`src/rtl/trigcond_pkg.sv`:
```
package trigcond_pkg;
    typedef enum logic {
        LVL_LOW  = 1'b0,
        LVL_HIGH = 1'b1
    } lvl_state_e;

    typedef enum logic {
        HOLD_IDLE = 1'b0,
        HOLD_BUSY = 1'b1
    } hold_state_e;
endpackage

```
`src/rtl/trigcond_sync.sv`:
```
module trigcond_sync #(
    parameter int STAGES = 2
) (
    input  logic clk,
    input  logic rst_n,
    input  logic async_in,
    output logic sync_out
);
    logic [STAGES-1:0] chain_q;

    generate
        if (STAGES == 1) begin : g_one
            always_ff @(posedge clk or negedge rst_n) begin
                if (!rst_n) chain_q <= '0;
                else        chain_q <= async_in;
            end
        end else begin : g_many
            always_ff @(posedge clk or negedge rst_n) begin
                if (!rst_n) chain_q <= '0;
                else        chain_q <= {chain_q[STAGES-2:0], async_in};
            end
        end
    endgenerate

    assign sync_out = chain_q[STAGES-1];
endmodule

```
`src/rtl/trigcond_edge.sv`:
```
module trigcond_edge
    import trigcond_pkg::*;
(
    input  logic clk,
    input  logic rst_n,
    input  logic level,
    input  logic slope_fall,
    input  logic inhibit,
    output logic accept,
    output logic fire
);
    lvl_state_e state_q, state_d;
    logic       rise_seen, fall_seen;

    // next-state process
    always_comb begin
        state_d   = state_q;
        rise_seen = 1'b0;
        fall_seen = 1'b0;
        unique case (state_q)
            LVL_LOW: begin
                if (level) begin
                    state_d   = LVL_HIGH;
                    rise_seen = 1'b1;
                end
            end
            LVL_HIGH: begin
                if (!level) begin
                    state_d   = LVL_LOW;
                    fall_seen = 1'b1;
                end
            end
            default: state_d = LVL_LOW;
        endcase
    end

    always_ff @(posedge clk or negedge rst_n) begin
        if (!rst_n) state_q <= LVL_LOW;
        else        state_q <= state_d;
    end

    // output process
    assign accept = (slope_fall ? fall_seen : rise_seen) & ~inhibit;

    always_ff @(posedge clk or negedge rst_n) begin
        if (!rst_n) fire <= 1'b0;
        else        fire <= accept;
    end
endmodule

```
`src/rtl/trigcond_hold.sv`:
```
module trigcond_hold
    import trigcond_pkg::*;
#(
    parameter int LEN = 16
) (
    input  logic clk,
    input  logic rst_n,
    input  logic start,
    output logic active
);
    localparam int CW = (LEN > 2) ? $clog2(LEN) : 1;
    localparam logic [CW-1:0] RELOAD = CW'(LEN - 1);

    hold_state_e     state_q, state_d;
    logic [CW-1:0]   cnt_q, cnt_d;

    always_comb begin
        state_d = state_q;
        cnt_d   = cnt_q;
        unique case (state_q)
            HOLD_IDLE: begin
                if (start) begin
                    state_d = HOLD_BUSY;
                    cnt_d   = RELOAD;
                end
            end
            HOLD_BUSY: begin
                if (start) begin
                    cnt_d = RELOAD;
                end else if (cnt_q == '0) begin
                    state_d = HOLD_IDLE;
                end else begin
                    cnt_d = cnt_q - 1'b1;
                end
            end
            default: state_d = HOLD_IDLE;
        endcase
    end

    always_ff @(posedge clk or negedge rst_n) begin
        if (!rst_n) begin
            state_q <= HOLD_IDLE;
            cnt_q   <= '0;
        end else begin
            state_q <= state_d;
            cnt_q   <= cnt_d;
        end
    end

    assign active = (state_q == HOLD_BUSY);
endmodule

```
`src/rtl/trig_conditioner.sv`:
```
module trig_conditioner #(
    parameter int SYNC_STAGES = 2,
    parameter int STRETCH_LEN = 16,
    parameter int IND_LEN     = 1024
) (
    input  logic clk,
    input  logic rst_n,
    input  logic trig_in,
    input  logic slope_fall,
    input  logic inhibit,
    output logic fire_pulse,
    output logic stretch_out,
    output logic indicator
);
    logic lvl_sync;
    logic accept;

    trigcond_sync #(.STAGES(SYNC_STAGES)) u_sync (
        .clk      (clk),
        .rst_n    (rst_n),
        .async_in (trig_in),
        .sync_out (lvl_sync)
    );

    trigcond_edge u_edge (
        .clk        (clk),
        .rst_n      (rst_n),
        .level      (lvl_sync),
        .slope_fall (slope_fall),
        .inhibit    (inhibit),
        .accept     (accept),
        .fire       (fire_pulse)
    );

    trigcond_hold #(.LEN(STRETCH_LEN)) u_stretch (
        .clk    (clk),
        .rst_n  (rst_n),
        .start  (accept),
        .active (stretch_out)
    );

    trigcond_hold #(.LEN(IND_LEN)) u_lamp (
        .clk    (clk),
        .rst_n  (rst_n),
        .start  (accept),
        .active (indicator)
    );
endmodule

```
`config.mk`:
```
export PLATFORM = sky130hd
export DESIGN_NAME = trig_conditioner
export DESIGN_NICKNAME = d
export VERILOG_FILES = /design/src/rtl/trigcond_pkg.sv /design/src/rtl/trigcond_sync.sv /design/src/rtl/trigcond_edge.sv /design/src/rtl/trigcond_hold.sv /design/src/rtl/trig_conditioner.sv
export SDC_FILE = /design/constraint.sdc
export NUM_CORES = 1
export LEC_CHECK = 0
export CORE_UTILIZATION = 50
export CTS_CLUSTER_DIAMETER = 60
export DETAILED_ROUTE_END_ITERATION = 12
export GPL_ROUTABILITY_DRIVEN = 0
export GPL_TIMING_DRIVEN = 0
export MAX_ROUTING_LAYER = met4
export PLACE_DENSITY = 0.78
export SLEW_MARGIN = 10
export SYNTH_ARGS = -nofsm -noshare
export SYNTH_HDL_FRONTEND = slang
export SYNTH_HIERARCHICAL = 1
export SYNTH_SLANG_ARGS = --single-unit
```
`constraint.sdc`:
```
create_clock -name clk -period 3.95 [get_ports clk]
set_input_delay 0.79 -clock clk [delete_from_list [all_inputs] [get_ports clk]]
set_output_delay 0.79 -clock clk [all_outputs]
set_load 0.01 [all_outputs]
```
==> results.env <==
OUTCOME='finished clean'
TIMING.HOLD.WORST.CLASS='register to register'
SETUP.WORST_PATH.END_CLASS='register'
WORSTMARGINPINSLEW_PS=864
AREA_GROWTH_PCT=13.6
DIE-HEIGHT_UM=47.4
TRITONCTS='built'
N_FILL_CELL=178
R2R_CELLS=6
VIAS=839
POWERDENSITY_mW_PER_MM2=524
FIN_WORST_SKEW_PS=5.25
SYNTH.LIB_CELLS_USED.DISTINCT=35
LAYOUT_COMMON_CELLS='sky130_fd_sc_hd__dfrtp_1 (20), sky130_fd_sc_hd__nor2_1 (8), sky130_fd_sc_hd__clkdlybuf4s50_1 (7), sky130_fd_sc_hd__inv_1 (7), sky130_fd_sc_hd__o21ai_0 (6)'
MAXSLEWVIOLCOUNT=0
WORSTPATHCELLLIST='clkdlybuf4s50_1 -> or3b_1 -> a21oi_1 -> buf_1 -> nand3b_1 -> a31oi_1 -> a311oi_1'
CTSHOLDBUFFERS=0
WORST_R2R_STARTPOINT='u_edge/state_q'
DRT-INITIAL-DRC-COUNT=33
STARTING_DENSITY_OF_THE_CORE_PCT=53.0
CRIT_REQUIRED_PS=4140
SETUP_REPAIR_AFTER_GLOBAL_ROUTING_MISSED_ITS_MARGIN='no'
POSTCTSSETUPREPAIRBUFS=0
ROUTE.DETAILED.VIAS_PER_INST=6.08
LAYOUT.AREA.SEQ_UM2=500
LAYOUT.NETS=120
FMAX_MHz=353
POSTSYNTHAREAPERCELL_UM2=10.3
REPORT.FINAL.HOLD_VIOL_COUNT=0
FINALWIRELENGTH_UM=2030
MULTI_INPUT_COMB_AREA_UM2=482
LARGEST_FANOUT_ON_THE_CRITICAL_PATH=9
CTSROOTBUFFERMASTER='sky130_fd_sc_hd__clkbuf_4'
CTS_HTREE_LEVELS=1
PLACE.PORT_BUFFERS=7
GRT_PASS1_WL_UM=3110
TIMING.HOLD.WORST.START='u_sync/chain_q[0]'
WL_PER_CELL_UM=14.7
CTS-ROOT-TO-SINK-BUFFERS=2
DRT.ANTENNA.VIOLATING_NETS=0
WORST_SLEW_MARGIN_REL_PCT=42.2
NUMBER_OF_GLOBAL_ROUTE_VIAS_BEFORE_REPAIR=734
TOTAL_CTS_BUFFERS=3
ANTENNA_CELLS_INSERTED=0
CRIT_TYPE='input pin to register'
CLOCK_SINKS=20
SYNTHDOMINANTCELLAREASHARE_PCT=48.7
YOSYSWARNINGCOUNT=6
CLKSLEWWORSTSETUPHOLDPATHS_PS=110
STARTPOINT_CLASS='input pin'
P_LEAK_uW=0.000432
TOTAL_ITERATIONS_OF_THE_FIRST_DETAILED_ROUTING_RUN=4
SETUP_TNS_PS=0
CLKLATENCYLATEPIN_PS=290
ARRIVAL_PS=3020
FF2FF_SETUP_SLACK_PS=1670
OVERFLOW=0
FIN_CRIT_SH_PCT=71.7
POST_SYNTH_MAIN_AREA_CONTRIBUTORS='sky130_fd_sc_hd__dfrtp_1 (49%), sky130_fd_sc_hd__ha_1 (3.6%), sky130_fd_sc_hd__o21ai_0 (2.9%)'
MIN_TO='u_sync/chain_q[1]'
CHIPWIDTH_UM=47.4
GRT_USAGE_PCT=20.8
MAXCAPVIOLATIONS=0
CORE_REGION_AREA_MM2=0.00194
WORST_SETUP_PATH_STARTPOINT='slope_fall'
POST-ROUTE-MIN-PERIOD_PS=2830
ANTENNA_FOUND_INITIAL=0
SETUP_VIOL_COUNT_FINAL=0
HPWLAFTERDP_UM=1430
STD_CELL_ROWS=16
CELL_AREA_AFTER_SYNTHESIS_MM2=0.00103
YOSYSTOPAREACELL='sky130_fd_sc_hd__dfrtp_1'
IO_PINS=8
CRITICAL_PATH.SLOWEST_CELL='sky130_fd_sc_hd__a21oi_1'
DRC=0
SLOWEST_DELAY_PS=520
POSTSYNTHCELLCOUNT=100
SEQ_AREA_FRAC_SYNTH_PCT=48.7
MAX-VDD-IR-DROP_mV=0.336
POST_ROUTE_CELLS_DRIVE_ABOVE_1_SHARE_PCT=10.8
R2R_END='u_lamp/cnt_q[1]'
FLOORPLAN.DIE_AREA_MM2=0.00224
GRT_MAX_DEGREE=21
CTS_RESIZED=0
FINALPOWER_uW=612
MOSTFREQUENTLAYOUTCELL='sky130_fd_sc_hd__dfrtp_1'
SYNTHESIZED_NETS=108
HOLD_DEPTH=0
POSTSYNTHREGISTERBITS=20
[worst max path at each step]
stage	endpoint	slack (ps)	depth (start not counted)
floorplan	u_lamp/cnt_q[1]	1620	6
global placement	u_lamp/cnt_q[1]	940	7
detailed placement	u_lamp/cnt_q[1]	850	7
CTS	u_lamp/cnt_q[1]	1130	7
global route	u_lamp/cnt_q[0]	970	7
finish	u_lamp/cnt_q[1]	1120	7
[logic make-up after synthesis]
family,share of synthesized area (%)
and+or+nand+nor,24.3
AOI/OAI and AO/OA,16.9
DFF,48.7
buffers and inverters,4.50
adders and majority gates,3.65
muxes,1.95
[registers in the layout, indices dropped and copies added (netlist names)]
name / cells
u_sync/chain_q: 2
u_edge/fire: 1
u_stretch/active: 1
u_lamp/cnt_q: 10
u_lamp/active: 1
u_edge/state_q: 1
u_stretch/cnt_q: 4
[stage by stage]
stage                     setup WS, ps  cell area (um^2)  hold slack, ps  util (%)  std cells
final                             1120              1170             360      60.2        138
after detailed placement           849              1130             335      58.3        134
after global routing               969              1170             390      60.2        138
after global placement             941              1130             335      58.3        134
after floorplan                   1620              1030             331         -        100
after CTS                         1130              1170             362      60.2        138
[cells in the mapped netlist, drive strengths merged]
| cell type | count |
|---|---|
| or4 | 2 |
| dfrtp | 20 |
| mux2i | 2 |
| or2b | 1 |
| inv | 7 |
| o32ai | 1 |
| a31oi | 2 |
| a311oi | 2 |
| o311ai | 1 |
| or3 | 6 |
| ha | 3 |
| o41ai | 2 |
| a21oi | 3 |
| nor3 | 3 |
| o21ai | 6 |
| nand2b | 1 |
| nor2b | 1 |
| or3b | 3 |
| a221o | 1 |
| nor3b | 2 |
| a211o | 1 |
| o211ai | 3 |
| o31ai | 3 |
| nand3b | 4 |
| buf | 3 |
| nor2 | 8 |
| nand2 | 4 |
| or4b | 1 |
| nand3 | 4 |
[metal layers]
metal	part of all wire [%]	up-vias	GRT usage (%)	wire length, um
met5	0	-	-	0
met4	0.64	0	10.3	13
met3	4.7	2	3.46	95
met2	51	27	33.4	1040
met1	43	409	25.1	883
li1	-	401	-	-
[cell type report]
type	count	area share [%]
Timing Repair Buffer	7	6.00
Tap cell	27	2.89
Buffer	3	1.71
Sequential cell	20	42.8
Clock buffer	4	3.10
Multi-Input combinational cell	70	41.2
Inverter	7	2.25
[critical path, delay by kind of cell]
| family | cells | cell delay [ps] |
|---|---|---|
| AND/OR/NAND/NOR | 2 | 570 |
| AO/OA/AOI/OAI | 3 | 890 |
| buffers and inverters | 2 | 770 |
[power breakdown]
group,switching [uW],internal [uW]
registers,52.6,257
clock network,60.0,56.1
logic,92.5,93.3
total,205,407
Power figures use the tool's default switching activity.
